**src/rtl/alu8_status.sv**
```systemverilog
module alu8_status #(
  parameter int DW  = 8,
  parameter int OPW = 5,
  parameter int SW  = 8
) (
  input  logic                   clk,
  input  logic                   rst_n,
  input  logic                   en,
  input  logic [OPW-1:0]         op,
  input  logic [DW-1:0]          a,
  input  logic [DW-1:0]          b,
  input  logic [$clog2(SW)-1:0]  bit_sel,
  input  logic                   br_set,
  output logic [DW-1:0]          result,
  output logic                   wr,
  output logic [SW-1:0]          sreg,
  output logic                   cond
);
  localparam int MB = DW - 1;
  localparam int HB = DW / 2 - 1;
  localparam int FC = 0, FZ = 1, FN = 2, FV = 3, FS = 4, FH = 5;

  localparam logic [OPW-1:0] OP_ADD = 0, OP_ADC = 1, OP_SUB = 2, OP_SBC = 3, OP_CP = 4,
    OP_CPC = 5, OP_AND = 6, OP_OR = 7, OP_XOR = 8, OP_COM = 9, OP_NEG = 10, OP_INC = 11,
    OP_DEC = 12, OP_LSL = 13, OP_LSR = 14, OP_ROL = 15, OP_ROR = 16, OP_ASR = 17,
    OP_SWAP = 18, OP_BSET = 19, OP_BCLR = 20;

  localparam logic [SW-1:0] M_ARITH = SW'(8'h3F);
  localparam logic [SW-1:0] M_LOGIC = SW'(8'h1E);
  localparam logic [SW-1:0] M_SHIFT = SW'(8'h1F);

  logic          c, z, chain, cin_a, cin_s;
  logic [DW:0]   sum, dif;
  logic [DW-1:0] sx, sy, res;
  logic          fc, fh, fv, fz, fn, fs;
  logic [SW-1:0] mask, fvec, sreg_nxt;

  assign c     = sreg[FC];
  assign z     = sreg[FZ];
  assign chain = (op == OP_SBC) || (op == OP_CPC);
  assign cin_a = (op == OP_ADC) & c;
  assign cin_s = chain & c;
  assign sx    = (op == OP_NEG) ? '0 : a;
  assign sy    = (op == OP_NEG) ? a : b;
  assign sum   = {1'b0, a} + {1'b0, b} + {{DW{1'b0}}, cin_a};
  assign dif   = {1'b0, sx} - {1'b0, sy} - {{DW{1'b0}}, cin_s};

  always_comb begin
    res  = a;
    fc   = c;
    fh   = sreg[FH];
    fv   = sreg[FV];
    mask = '0;
    case (op)
      OP_ADD, OP_ADC: begin
        res  = sum[DW-1:0];
        fc   = sum[DW];
        fh   = (a[HB] & b[HB]) | (b[HB] & ~res[HB]) | (~res[HB] & a[HB]);
        fv   = (a[MB] & b[MB] & ~res[MB]) | (~a[MB] & ~b[MB] & res[MB]);
        mask = M_ARITH;
      end
      OP_SUB, OP_SBC, OP_CP, OP_CPC, OP_NEG: begin
        res  = dif[DW-1:0];
        fc   = dif[DW];
        fh   = (~sx[HB] & sy[HB]) | (sy[HB] & res[HB]) | (res[HB] & ~sx[HB]);
        fv   = (sx[MB] & ~sy[MB] & ~res[MB]) | (~sx[MB] & sy[MB] & res[MB]);
        mask = M_ARITH;
      end
      OP_AND: begin res = a & b; fv = 1'b0; mask = M_LOGIC; end
      OP_OR:  begin res = a | b; fv = 1'b0; mask = M_LOGIC; end
      OP_XOR: begin res = a ^ b; fv = 1'b0; mask = M_LOGIC; end
      OP_COM: begin res = ~a; fc = 1'b1; fv = 1'b0; mask = M_SHIFT; end
      OP_INC: begin
        res  = a + DW'(1);
        fv   = (a == {1'b0, {MB{1'b1}}});
        mask = M_LOGIC;
      end
      OP_DEC: begin
        res  = a - DW'(1);
        fv   = (a == {1'b1, {MB{1'b0}}});
        mask = M_LOGIC;
      end
      OP_LSL: begin res = {a[MB-1:0], 1'b0}; fc = a[MB]; fv = res[MB] ^ fc; mask = M_SHIFT; end
      OP_LSR: begin res = {1'b0, a[MB:1]};   fc = a[0];  fv = res[MB] ^ fc; mask = M_SHIFT; end
      OP_ROL: begin res = {a[MB-1:0], c};    fc = a[MB]; fv = res[MB] ^ fc; mask = M_SHIFT; end
      OP_ROR: begin res = {c, a[MB:1]};      fc = a[0];  fv = res[MB] ^ fc; mask = M_SHIFT; end
      OP_ASR: begin res = {a[MB], a[MB:1]};  fc = a[0];  fv = res[MB] ^ fc; mask = M_SHIFT; end
      OP_SWAP: res = {a[HB:0], a[MB:HB+1]};
      default: ;
    endcase
    fz = (res == '0) & (~chain | z);
    fn = res[MB];
    fs = fn ^ fv;
  end

  assign fvec = {sreg[SW-1:FH+1], fh, fs, fv, fn, fz, fc};

  always_comb begin
    if (op == OP_BSET)      sreg_nxt = sreg | (SW'(1) << bit_sel);
    else if (op == OP_BCLR) sreg_nxt = sreg & ~(SW'(1) << bit_sel);
    else                    sreg_nxt = (sreg & ~mask) | (fvec & mask);
  end

  always_ff @(posedge clk) begin
    if (!rst_n)  sreg <= '0;
    else if (en) sreg <= sreg_nxt;
  end

  assign result = res;
  assign wr     = (op <= OP_SWAP) && (op != OP_CP) && (op != OP_CPC);
  assign cond   = (sreg[bit_sel] == br_set);
endmodule

```
**config.mk**
```make
export PLATFORM = sky130hd
export DESIGN_NAME = alu8_status
export DESIGN_NICKNAME = d
export VERILOG_FILES = /design/src/rtl/alu8_status.sv
export SDC_FILE = /design/constraint.sdc
export NUM_CORES = 1
export LEC_CHECK = 0
export ABC_AREA = 1
export CORE_ASPECT_RATIO = 0.8
export CORE_MARGIN = 2
export CORE_UTILIZATION = 55
export DETAILED_ROUTE_END_ITERATION = 8
export DONT_BUFFER_PORTS = 1
export GPL_TIMING_DRIVEN = 0
export PLACE_DENSITY = 0.71
export RECOVER_POWER = 50
export SLEW_MARGIN = 20
export SYNTH_ARGS = -nofsm -noshare
export SYNTH_HDL_FRONTEND = slang
export SYNTH_SLANG_ARGS = --single-unit
export TNS_END_PERCENT = 5
```
**constraint.sdc**
```tcl
create_clock -name clk -period 4.8 [get_ports clk]
set_input_delay 0.24 -clock clk [delete_from_list [all_inputs] [get_ports clk]]
set_output_delay 0.24 -clock clk [all_outputs]
set_load 0.005 [all_outputs]
```
# Word-level counts from Yosys, hierarchy flattened

Cells that the tools add are included.

Add/sub/neg operators: 6
Order comparisons: 2
Equal/unequal tests: 25
Shift-type cells: 1
Muxes and demuxes: 11
Bitwise logic cells: 48
Reduce and logical (&&, ||, !) cells: 13

Operators with widths:

| kind                                                                     | count |
|---|---|
| 8-bit one-hot mux with 14 select lines                                   | 1 |
| 5-bit by 4-bit == test with 1-bit output (second input constant)         | 8 |
| 8-bit AND                                                                | 4 |
| 8-bit 2-to-1 mux                                                         | 4 |
| 5-bit == test (second input constant)                                    | 5 |
| 8-bit NOT                                                                | 3 |
| 8-bit bitwise OR                                                         | 3 |
| 5-bit by 3-bit == test with 1-bit output (second input constant)         | 4 |
| 6-bit one-hot mux with 3 select lines                                    | 1 |
| 1-bit AND                                                                | 17 |
| 5-bit by 2-bit == test with 1-bit output (second input constant)         | 2 |
| 5-bit by 3-bit inequality test with 1-bit output (second input constant) | 2 |
| 5-bit OR reduction                                                       | 2 |
| 8-bit by 8-bit adder with 9-bit output                                   | 1 |
| 9-bit by 1-bit adder with 9-bit output                                   | 1 |
| 1-bit NOT                                                                | 9 |
| 1-bit one-hot mux with 9 select lines                                    | 1 |
| 8-bit by 8-bit subtractor with 9-bit output                              | 1 |
| 9-bit by 1-bit subtractor with 9-bit output                              | 1 |
| 8-bit by 1-bit adder with 8-bit output (second input constant)           | 1 |
| 8-bit by 7-bit == test with 1-bit output (second input constant)         | 1 |
| 8-bit == test (second input constant)                                    | 1 |
| 8-bit logical NOT                                                        | 1 |
| 1-bit by 3-bit << shifter with 8-bit output (first input constant)       | 1 |
| 20 further kinds                                                         | 31 |

Flip-flop bits (word level): 8
Input bits: 28
Output and inout port bits: 18
Logic and storage cells: 107

# Depth between registers and ports, before layout

Gate-level depths: netlist (run 1).

Depth in word-level cells: 13
Mapped depth: 24
Mapped depth without buffers: 24

# Worst setup path before layout (run 1)

No wires, ideal clock.

Path kind: input to register
Start: input op[1]
End: register with a tool-made name
Library setup time: 0.070 ns
Arrival: 2.911 ns
Required time: 4.730 ns
Path slack: 1.819 ns
Cell stages on the path: 21
Buffers on the path: 1
Path through: inv_1 -> nor2_2 -> nand3_4 -> clkbuf_1 -> nand2_1 -> o21ai_0 -> fa_1 -> fa_1 -> nand2_1 -> a21oi_1 -> xor2_1 -> inv_1 -> nand2_1 -> nand4_1 -> nor2_1 -> nand2_1 -> nor2_1 -> nand3_1 -> nand2_1 -> nand2_1 -> a21oi_1

RTL lines:

| item               | line | source |
|---|---|---|
| start: declaration | 9    | `input logic [OPW-1:0] op,` |

==> impl.org, run 1 <==
** Run status
- Status :: complete, no violations

** Floorplanning
- The floorplan step defined a core boundary enclosing 5525 um^2.
- Row Count :: 24
- Pin placement for this block handled 46 I/O pins.
- In this run the vertical extent of the chip is 72.14 um.
- Once the floorplan was initialized, standard cells occupied 57.77% of the core.
- Chip Width :: 89.17 um
- Full die area :: 6432 um^2

** Final layout
- Final Cell Area :: 3318 um^2
- The filler cells instantiated in the layout total 609.
- Layout cell share with drive strength beyond 1 :: 4.874%
- Inserted Diodes :: 0
- Area of the multi-input gates :: 2591 um^2
- The area growth from synthesis to layout is 3.959%.
- After the last flow step, the layout net total stands at 667.
- Register area :: 160.2 um^2

** Timing
- The hold violation total from the final report came to 0.
- In the final timing run, aggregate negative setup slack is 0 ns.
- For the finished layout, the period the worst path requires is 3.720 ns.
- Layout Skew :: 0.001417 ns
- For the pin with the worst max-slew slack, the measured transition is 0.7263 ns.
- Fin. max-slew vios :: 0
- Setup repair after global routing left no endpoint under its margin.
- Post-layout worst setup margin :: 1.080 ns
- Final critical-path share of the clock period :: 77.50%
- Setup violations remaining at the end of the flow were counted as 0.
- Measured against its own limit, the worst slew margin works out to 51.40%.
- Max Clk Rate :: 268.8 MHz

** Synth
- After synthesis, the share of cell area in mux cells is 0%.
- The share of synthesized area in the top cell type comes to 18.82%.
- After Yosys synthesis, XOR and XNOR cells account for 1.098% of the synthesized area.
- Dominant cells by area after synthesis :: sky130_fd_sc_hd__nand2_1, sky130_fd_sc_hd__ha_1, sky130_fd_sc_hd__inv_1
- Cell area after synthesis :: 3192 um^2
- Adder-cell share of the synthesized area :: 17.88%
- For this run, the number of Yosys warnings is 0.
- Ys flop type :: sky130_fd_sc_hd__dfxtp_1
- After synthesis the netlist holds a flip-flop and latch count of 8.
- Largest family of logic cells by synthesized area :: simple AND/OR/NAND/NOR gates
- After synthesis, the mean cell area works out to 5.392 um^2.
- The synthesized netlist devotes 46.88% of its cell area to simple gates.
- Share of synthesized area occupied by flip-flops and latches :: 5.018%
- Nets in the synthesized netlist :: 662
- Share of the synthesized area in compound gates (AO/OA/AOI/OAI) :: 15.72%
- Async set-or-reset flop fraction in the synthesized netlist :: 0%
- The netlist uses 40 different library cells.
- Post-Synthesis Cells :: 592
- Post-synth EDFFs :: 0
- The largest total area in the synthesized netlist belongs to sky130_fd_sc_hd__nand2_1.

** Global route
- The total overflow left after global routing is 0.
- Entering global routing, the biggest net connects 11 pins.
- The number of global-route vias before repair was 3409.
- Antenna violations before repair :: 0
- Wire length of the first global-routing pass :: 16620 um
- All-layer global routing usage :: 32.74%

** Power and ir drop
- The analysis attributes to cell leakage a power of 1.782 nW.
- The worst-case IR drop observed on VDD is 73.94 uV.
- Pwr/cell area :: 133.2 nW/um^2

** Route
- Total number of vias :: 3906
- Once detail routing completed, the nets flagged for antenna violations numbered 0.
- In the routed design, unresolved DRC markers number 0.
- Detailed Routing Iterations Pass 1 :: 6
- First DRT Iteration DRCs :: 417
- In the final routed layout, each cell accounts on average for 15.25 um.
- Total wire length after detailed routing :: 10270 um
- Dividing the detail-routed via count by the number of cells gives 5.804.

** Place
- The count of buffers added on input and output ports is 0.
- Setup slack at placement :: 1.066 ns
- Final estimated routing congestion in global placement :: 0.9788
- HPWL after DPL :: 8419 um
- Instance area at placement :: 3289 um^2

** Clock network
- TritonCTS built the clock tree.
- TritonCTS Buffers :: 3
- Post-CTS Hold Buffers :: 0
- CTS placed an instance of sky130_fd_sc_hd__clkbuf_8 at the clock tree root.
- In this run the post-CTS setup repair buffer count came out at 0.
- Number of clock sinks :: 8
- Clock-pin slew was measured on the worst setup and hold paths at 0.04 ns.
- After clock tree synthesis, the repair step resized 0 gates.
- Maximum count of clock buffers along a single path :: 2
- CTS built an H-tree with a depth of 1.
- At the later pin of the worst-skew pair, clock insertion delay measures 0.24 ns.

** Critical path
- STA classifies the critical path endpoint as a flop.
- Data arrives at the worst endpoint at 3.89 ns.
- Data on the critical path is required at its endpoint by 4.97 ns.
- In this run the worst path has a maximum fanout of 10.
- Start-to-end type of the worst setup path :: in -> reg
- Crit path launch type :: input pin

** Worst hold path
- Hold/Removal Path Class :: in -> reg

** Flow run
- Max Cap Violations :: 0
## routing by layer
metal	global-route usage (%)	part of all wire [%]	vias up
li1	-	-	1927
met1	49.03	44	1749
met2	49.71	42	206
met3	6.257	12	24
met4	4.643	1.6	0
met5	0	0	-
## cells in the final DEF, fill, tap and decap left out, drive strengths merged
cell / instances
ha: 36
and2: 1
clkbuf: 8
o211a: 1
o221ai: 1
o31ai: 2
fa: 6
inv: 105
clkinv: 1
xor2: 4
nor2: 82
nor3: 5
o211ai: 3
a21o: 2
nor3b: 1
or2: 6
nand2: 162
nor4: 2
o22ai: 1
a311oi: 1
o21a: 1
a31oi: 8
buf: 1
a21oi: 26
o21ai: 42
nand3: 57
nand4: 17
nand3b: 5
dfxtp: 8
## cells by family (layout without fill, tap and decap cells)
| group | count (synthesis) | in the layout |
|---|---|---|
| flip-flops | 8 | 8 |
| adder cells (fa/ha/maj) | 42 | 42 |
| AND/OR/NAND/NOR | 338 | 338 |
| buffers and inverters | 112 | 115 |
| XOR/XNOR | 4 | 4 |
| AO/OA/AOI/OAI | 88 | 88 |
## cell usage after synthesis, types with 6 or more instances
library cell              number
sky130_fd_sc_hd__inv_1       101
sky130_fd_sc_hd__fa_1          6
sky130_fd_sc_hd__or2_2         6
sky130_fd_sc_hd__nand3_1      54
sky130_fd_sc_hd__dfxtp_1       8
sky130_fd_sc_hd__o21ai_0      39
sky130_fd_sc_hd__nor2_2        6
sky130_fd_sc_hd__ha_1         36
sky130_fd_sc_hd__a21oi_1      24
sky130_fd_sc_hd__nand4_1      17
sky130_fd_sc_hd__nor2_1       74
sky130_fd_sc_hd__nand2_1     160
sky130_fd_sc_hd__a31oi_1       7
## path summary, 6_finish.rpt
check	startpoint	to	slack (ns)	depth (start not counted)
min	rst_n	flop	0.13	2
min reg2reg	sreg[6]	sreg[6]	0.49	2
max reg2reg	flop	flop	1.48	19
max	op[1]	flop	1.08	21
## cell type report
class / instances / share of cell area [%]
inverter: 106 / 11.99
buffer: 6 / 0.9050
clock buffer: 3 / 1.244
sequential: 8 / 4.827
tap: 78 / 2.941
multi-input combinational: 472 / 78.09
## critical path, cell delays in order
cell	delay, ns
sky130_fd_sc_hd__inv_1	0.07
sky130_fd_sc_hd__nor2_1	0.39
sky130_fd_sc_hd__nand3_4	0.27
sky130_fd_sc_hd__clkbuf_1	0.34
sky130_fd_sc_hd__nand2_1	0.13
sky130_fd_sc_hd__o21ai_0	0.13
sky130_fd_sc_hd__fa_1	0.56
sky130_fd_sc_hd__fa_1	0.49
sky130_fd_sc_hd__nand2_1	0.09
sky130_fd_sc_hd__a21oi_1	0.07
sky130_fd_sc_hd__xor2_1	0.14
sky130_fd_sc_hd__inv_1	0.05
sky130_fd_sc_hd__nand2_1	0.06
sky130_fd_sc_hd__nand4_1	0.17
sky130_fd_sc_hd__nor2_1	0.20
sky130_fd_sc_hd__nand2_1	0.08
sky130_fd_sc_hd__nor2_1	0.09
sky130_fd_sc_hd__nand3_1	0.08
sky130_fd_sc_hd__nand2_1	0.06
sky130_fd_sc_hd__nand2_1	0.05
sky130_fd_sc_hd__a21oi_1	0.12
## where the power goes
| part | switching (mW) | internal [mW] | leakage, nW | total, mW |
|---|---|---|---|---|
| clock network | 0.0300 | 0.0546 | 0.0216 | 0.0847 |
| registers | 0.00498 | 0.0701 | 0.0651 | 0.0750 |
| logic | 0.184 | 0.0978 | 1.70 | 0.282 |
## through the flow
step                hold slack [ns]  util (%)  cells  power [mW]
finish                       0.1335     60.05    673      0.4419
global route                 0.1534     60.05    673      0.4861
CTS                          0.1376     60.28    673      0.4372
detailed placement           0.3778     59.53    670      0.3522
global placement             0.3724     59.53    670      0.3474
floorplan                    0.3658         -    592      0.2932
No activity file was read; power rests on OpenSTA's default activity.
==> run 2, diff against run 1 <==
PLACE_DENSITY = 0.74   (was 0.71)
clock period = 3.4 ns   (was 4.8 ns; I/O delays follow)
==> run 2 against run 1 <==
Effect of this change:
- first-iteration DRC count is 7.0% lower
- utilization up 0.61 points
- hold slack got worse by 0.065 ns
- critical path depth shrank 2
- global-route usage is 0.055 points higher
==> impl.org, run 2 (same netlist as run 1, synthesis figures left out) <==
** Route
- The post-route antenna net violation count is 0 (unchanged).
- Detailed Routing Iterations Pass 1 :: 6 (unchanged)
- The detailed-route wire length per cell is 15.28 um (was 15.25 um).
- Total wire length after detailed routing :: 10280 um (was 10270 um)
- The DRC violation total after the first TritonRoute iteration came to 388 (was 417).
- The number of vias in the routed layout was 3910 (was 3906).
- The per-cell via count in the routed design was 5.810 (was 5.804).
- DRC errors left :: 0 (unchanged)

** Clock network
- Clk Tree Root Cell :: sky130_fd_sc_hd__clkbuf_8 (unchanged)
- H-tree levels :: 1 (unchanged)
- The clock transition at the register clock pins on the worst setup and hold paths after CTS was 0.04 ns (about the same).
- CTS tree :: built (unchanged)
- The number of clock sinks seen by CTS is 8 (unchanged).
- Maximum count of clock buffers along a single path :: 2 (unchanged)
- The insertion delay to the later sink of the worst-skew pair came to 0.23 ns (was 0.24 ns).
- Number of post-CTS setup repair buffers :: 0 (unchanged)
- TritonCTS Buffers :: 3 (unchanged)

** Place
- PortBufs :: 0 (unchanged)
- Final estimated routing congestion in global placement :: 0.9498 (was 0.9788)
- The number of instances in the placed design is 670 (unchanged).
- Setup slack at placement :: -0.2886 ns (was 1.066 ns)
- HPWL after DPL :: 8408 um (was 8419 um)
- Instance area at placement :: 3289 um^2 (unchanged)

** Critical path
- Data required time at the worst endpoint :: 3.56 ns (was 4.97 ns)
- The highest fanout seen on the critical path came to 7 (was 10).
- Cell occurring most often along the worst timing path :: sky130_fd_sc_hd__nand3_1 (was sky130_fd_sc_hd__nand2_1)
- The data arrival time of the critical path came to 3.32 ns (was 3.89 ns).
- Start-to-end type of the worst setup path :: reg -> reg (was in -> reg)
- Crit path launch type :: flop (was input pin)
- Cell Chain, Critical Path :: inv_1, nor4_4, fa_2, nand3_1, nand3_1, inv_1, fa_1, o21ai_0, inv_1, nand3_1, nor2_1, nand2_1, nor2_1, nand3_1, nor2_1, nand3_1, nand2_1, nand2_1, a21oi_1 (was inv_1, nor2_1, nand3_4, clkbuf_1, nand2_1, o21ai_0, fa_1, fa_1, nand2_1, a21oi_1, xor2_1, inv_1, nand2_1, nand4_1, nor2_1, nand2_1, nor2_1, nand3_1, nand2_1, nand2_1, a21oi_1)
- The endpoint class of the critical path was a flop (unchanged).
- Slowest Stage Delay on Critical Path :: 0.47 ns (was 0.56 ns)
- The reg2reg setup slack is 0.24 ns (was 1.48 ns).
- The slowest stage cell on the critical path was sky130_fd_sc_hd__fa_1 (unchanged).
- Buffer and inverter count on the worst path :: 3 (unchanged)
- The category of cells accounting for the largest share of critical-path delay is simple AND/OR/NAND/NOR gates (unchanged).
- Depth of the worst register-to-register path :: 19 (unchanged)

** Global route
- All-layer global routing usage :: 32.79% (was 32.74%)
- The pin count of the biggest net entering global routing is 11 (unchanged).
- Met3 Use GR :: 9.556% (was 6.257%)
- Grt total ovfl :: 0 (unchanged)
- Antenna violations before repair :: 0 (unchanged)
- Met1 capacity usage during global routing :: 44.48% (was 49.03%)
- Layer carrying the most global-route usage :: met2 (unchanged)
- The number of global-route vias before repair is 3582 (was 3409).
- Global-route track usage on met2 :: 52.43% (was 49.71%)
- Wire length of the first global-routing pass :: 16660 um (was 16620 um)

** Power and ir drop
- Overall power after layout :: 0.6248 mW (was 0.4419 mW)
- Leakage dissipation :: 1.789 nW (was 1.782 nW)
- Internal Power :: 0.3151 mW (was 0.2224 mW)
- The proportion of power drawn by combinational gates came to 64.5% (was 63.9%).
- The sequential cell fraction of total power was 17.0% (about the same).
- The worst-case vdd ir drop came to 87.90 uV (was 73.94 uV).
- Clock Power Share :: 18.6% (was 19.2%)
- Power spent charging and discharging nets :: 0.3097 mW (was 0.2195 mW)
- Net switching fraction of the power :: 49.57% (was 49.66%)
- Pwr/cell area :: 186.4 nW/um^2 (was 133.2 nW/um^2)

** Timing
- Unrepaired setup endpoints after global routing :: no (unchanged)
- The transition time of the tightest slew-check pin came to 0.7620 ns (was 0.7263 ns).
- The final worst-path setup slack came to 0.2407 ns (was 1.080 ns).
- Max Clk Rate :: 316.5 MHz
- The remaining max-slew budget at the tightest pin is 49.01% (was 51.40%).
- The final number of setup-violating endpoints was 0 (unchanged).
- The worst path needs 3.159 ns of the cycle, external delays included.
- The number of max-slew violations in the final report was 0 (unchanged).
- Of the available clock period, the critical path in the final layout requires 92.92%.
- The final worst clock skew came to 0.0007665 ns (was 0.001417 ns).
- Fin. Hold Viols :: 0 (unchanged)

** Final layout
- Commonest cells after routing, fill and taps aside: sky130_fd_sc_hd__nand2_1, sky130_fd_sc_hd__inv_1, sky130_fd_sc_hd__nor2_1, sky130_fd_sc_hd__nand3_1, sky130_fd_sc_hd__o21ai_0 (unchanged).
- The final non-filler cell total was 673 (unchanged).
- Total Nets Final :: 667 (unchanged)
- The share of layout cells above drive strength 1 came to 6.218% (was 4.874%).
- The final cell area excluding filler cells came to 3352 um^2 (was 3318 um^2).
- Layout overhead on the synthesized area :: 5.017% (was 3.959%)
- Inserted Diodes :: 0 (unchanged)
- Most common cell after layout, fill and taps aside :: sky130_fd_sc_hd__nand2_1 (unchanged)

** Worst hold path
- Hold/Removal Path Class :: in -> reg (unchanged)
- Hold path startpoint :: rst_n (unchanged)
- Hold depth :: 2 (unchanged)

** Floorplanning
- Full die area :: 6432 um^2 (unchanged)
- The core area was 5525 um^2 (unchanged).
- Initial cell density of the core :: 57.77% (unchanged)
- The placement row count came to 24 (unchanged).
- The chip width is 89.17 um (unchanged).
- Boundary Pins :: 46 (unchanged)
- The height of the chip is 72.14 um (unchanged).

** Flow run
- Max Cap Violations :: 0 (unchanged)

** Run status
- Status: complete, no violations (unchanged).
==> run 2: changes by cell type in the layout (fill, tap and decap cells not counted), sizes merged <==
| cell | previous run | this run |
|---|---|---|
| buf | 1 | 2 |
| clkbuf | 8 | 7 |
==> run 2: worst max-delay path by stage <==
stage | endpoint | cells after the start
after CTS | flop | 21
after global routing | flop | 19
after floorplan | flop | 21
final | flop | 19
after global placement | flop | 21
after detailed placement | flop | 21
==> run 2: layout make-up <==
| class | count | area [um^2] |
|---|---|---|
| plain buffers | 6 | 32.53 |
| fillers | 585 | 2173 |
| well taps | 78 | 97.59 |
| clock buffers | 3 | 41.29 |
| flip-flops and latches | 8 | 161.4 |
| multi-input cells | 472 | 2621 |
| inverters | 106 | 397.9 |
==> run 2: timing repair <==
action,CTS,global route
hold buffers,0,0
endpoints found under the setup margin,1,7
resized for setup,1,11
==> run 2: metal layers <==
layer / part of all wire (%) / wire, um / vias up
met3: 13 / 1291 / 16
li1: - / - / 1923
met1: 43 / 4422 / 1740
met4: 1.3 / 132 / 0
met5: 0 / 0 / -
met2: 43 / 4438 / 231
==> run 2: power groups by stage <==
stage | clock [mW] | combinational (mW) | sequential (mW)
6_report | 0.116 | 0.403 | 0.106
5_1_grt | 0.122 | 0.461 | 0.107
4_1_cts | 0.117 | 0.393 | 0.106
3_5_place_dp | 0 | 0.390 | 0.107
3_3_place_gp | 0 | 0.383 | 0.107
2_1_floorplan | 0 | 0.309 | 0.105
==> run 2: per-stage QoR <==
step           hold slack (ns)  util (%)  setup TNS, ns
6_report               0.06878     60.67              0
5_1_grt                0.08094     60.67              0
4_1_cts                0.06968     60.30              0
3_5_place_dp            0.3067     59.53        -0.5585
3_3_place_gp            0.2977     59.53        -0.3585
2_1_floorplan           0.2958         -              0
==> run 3, diff against run 2 <==
CTS_CLUSTER_DIAMETER = 60   (was unset)
PLACE_DENSITY = 0.71   (was 0.74)
clock period = 3.75 ns   (was 3.4 ns; I/O delays follow)
==> run 3 against run 2 <==
Effect of this change:
- non-clock buffer count stayed put
- via count up 0.74%
- critical path type is now in -> reg
- critical path depth up 2
- largest cell class unchanged
==> impl.org, run 3 (same netlist as run 1, synthesis figures left out) <==
** Route
- The post-route antenna net violation count came to 0 (unchanged).
- The per-cell via count in the routed design was 5.853 (was 5.810).
- The total length of routed met2 wires came to 4348 um (was 4438 um).
- Top layer in use :: met4 (unchanged)
- The detailed-route wire length per cell came to 15.20 um (was 15.28 um).
- The number of iterations in the first detailed-routing pass came to 5 (was 6).
- The DRC violation total after the first TritonRoute iteration is 402 (was 388).
- Total wire length after detailed routing :: 10230 um (was 10280 um)
- The length of routed wiring on met1 is 4564 um (was 4422 um).
- The number of vias in the routed layout was 3939 (was 3910).
- The amount of wire on met3 after detailed routing came to 1197 um (was 1291 um).
- The number of design rule violations left after detail routing came to 0 (unchanged).

** Floorplanning
- Boundary Pins :: 46 (unchanged)
- Height of the chip :: 72.14 um (unchanged)
- The effective utilization at floorplan was 57.77% (unchanged).
- Core area :: 5525 um^2 (unchanged)
- Full die area :: 6432 um^2 (unchanged)
- Chip Width :: 89.17 um (unchanged)
- The placement row count is 24 (unchanged).

** Timing
- Final period demand of the worst path :: 3.440 ns
- Total negative setup slack :: 0 ns (unchanged)
- The transition time of the tightest slew-check pin came to 0.7186 ns (was 0.7620 ns).
- Layout Skew :: 0.001308 ns (was 0.0007665 ns)
- Max Clk Rate :: 290.7 MHz
- Fin. max-slew vios :: 0 (unchanged)
- Final critical-path share of the clock period :: 91.73%
- The hold violation total from the final report came to 0 (unchanged).
- Setup-failing EPs final :: 0 (unchanged)
- The remaining max-slew budget at the tightest pin is 51.92% (was 49.01%).
- Unrepaired setup endpoints after global routing: no (unchanged).

** Critical path
- The category of cells accounting for the largest share of critical-path delay is simple AND/OR/NAND/NOR gates (unchanged).
- Cell Chain, Critical Path :: inv_1, nor2_2, nand3_4, clkbuf_2, nand2_1, o21ai_0, fa_1, fa_1, nand2_1, a21oi_1, xor2_1, inv_1, nand2_1, nand4_1, nor2_1, nand2_1, nor2_1, nand3_1, nand2_1, nand2_1, a21oi_1 (was inv_1, nor4_4, fa_2, nand3_1, nand3_1, inv_1, fa_1, o21ai_0, inv_1, nand3_1, nor2_1, nand2_1, nor2_1, nand3_1, nor2_1, nand3_1, nand2_1, nand2_1, a21oi_1)
- The critical path startpoint category is an input pin (was flop).
- The data arrival time of the critical path was 3.61 ns (was 3.32 ns).
- The highest fanout seen on the critical path was 10 (was 7).
- The reg2reg setup slack was 0.45 ns (was 0.24 ns).
- The buffering stage count on the worst path with inverters included came to 3 (unchanged).
- The category of the most critical setup path is in -> reg (was reg -> reg).
- The maximum cell stage delay along the critical path is 0.57 ns (was 0.47 ns).
- The endpoint class of the critical path was a flop (unchanged).
- The most frequent cell on the critical path was sky130_fd_sc_hd__nand2_1 (was sky130_fd_sc_hd__nand3_1).
- The slowest stage cell on the critical path is sky130_fd_sc_hd__fa_1 (unchanged).
- The worst path required time is 3.92 ns (was 3.56 ns).

** Final layout
- Post-layout instance count excluding filler cells :: 673 (unchanged)
- The final-stage net count came to 667 (unchanged).
- The area added between synthesis and finish came to 4.077% (was 5.017%).
- Commonest cells after routing, fill and taps aside: sky130_fd_sc_hd__nand2_1, sky130_fd_sc_hd__inv_1, sky130_fd_sc_hd__nor2_1, sky130_fd_sc_hd__nand3_1, sky130_fd_sc_hd__o21ai_0 (unchanged).
- Inserted Diodes :: 0 (unchanged)
- The share of layout cells above drive strength 1 came to 5.210% (was 6.218%).
- Most common cell after layout, fill and taps aside :: sky130_fd_sc_hd__nand2_1 (unchanged)

** Place
- PortBufs :: 0 (unchanged)
- HPWL after DPL :: 8419 um (was 8408 um)
- # placed instances :: 670 (unchanged)
- Final estimated routing congestion in global placement :: 0.9788 (was 0.9498)

** Clock network
- The insertion delay to the later sink of the worst-skew pair came to 0.24 ns (was 0.23 ns).
- H-tree levels :: 1 (unchanged)
- CTS tree :: built (unchanged)
- TritonCTS Buffers :: 3 (unchanged)
- The post-cts hold buffer count is 0 (unchanged).
- The buffer count from post-CTS setup fixing is 0 (unchanged).
- The number of resized instances in the post-cts repair step came to 0 (was 1).
- Maximum count of clock buffers along a single path :: 2 (unchanged)
- The number of clock sinks seen by CTS came to 8 (unchanged).
- The clock transition at the register clock pins on the worst setup and hold paths after CTS is 0.04 ns (about the same).
- The buffer cell driving the clock tree root is sky130_fd_sc_hd__clkbuf_8 (unchanged).

** Global route
- Number of global-route vias before repair :: 3409 (was 3582)
- Wire length of the first global-routing pass :: 16620 um (was 16660 um)
- Maximum number of pins on one net before global-route repair :: 11 (unchanged)
- Antenna violations before repair :: 0 (unchanged)
- The overall track demand over capacity in global routing came to 32.74% (was 32.79%).
- Grt total ovfl :: 0 (unchanged)

** Power and ir drop
- Maximum vdd ir drop :: 94.69 uV (was 87.90 uV)
- The leakage power figure was 1.785 nW (was 1.789 nW).
- Pwr/cell area :: 170.3 nW/um^2 (was 186.4 nW/um^2)

** Run status
- Status: complete, no violations (unchanged).

** Worst hold path
- Hold/Removal Path Class :: in -> reg (unchanged)

** Flow run
- The max-cap check violation count was 0 (unchanged).
==> run 3: path summary, 6_finish.rpt <==
| path | start | to | cells after the start |
|---|---|---|---|
| setup / recovery | op[1] | flop | 21 |
| hold / removal | rst_n | flop | 2 |
| setup reg to reg | flop | flop | 19 |
| hold reg to reg | sreg[6] | sreg[6] | 2 |
==> run 3: where the power goes <==
part,leakage [nW],switching (mW),internal (mW)
clock network,0.0216,0.0385,0.0699
logic,1.70,0.236,0.125
registers,0.0651,0.00644,0.0897
==> run 3: worst reg2reg max path, delay by kind of cell, from the launching register on <==
kind            cells  cell delay, ns
compound gates      2            0.20
fa+ha+maj           2            0.81
buf+inv             3            0.30
flops               1            0.50
simple gates       12            1.43
==> run 3: layer usage <==
layer | GRT usage (%) | vias up
met5 | 0 | -
met4 | 4.643 | 0
met3 | 6.257 | 14
met2 | 49.71 | 223
met1 | 49.03 | 1772
li1 | - | 1930
==> run 3: area by class of cell <==
type	count	area, um^2
buffer	6	31.28
clock buffer	3	41.29
fill	607	2203
inverter	106	397.9
multi-input combinational	472	2594
sequential	8	160.2
tap	78	97.59
==> run 3: metrics by stage <==
step	setup slack [ns]	hold slack (ns)	util, %	area (um^2)	power (mW)
finish	0.3101	0.08156	60.12	3322	0.5658
global route	0.04159	0.1009	60.12	3322	0.6225
CTS	0.2926	0.08507	60.28	3331	0.5596
detailed placement	0.06826	0.3253	59.53	3289	0.4508
global placement	0.09338	0.3199	59.53	3289	0.4446
floorplan	0.8213	0.3133	-	3192	0.3753
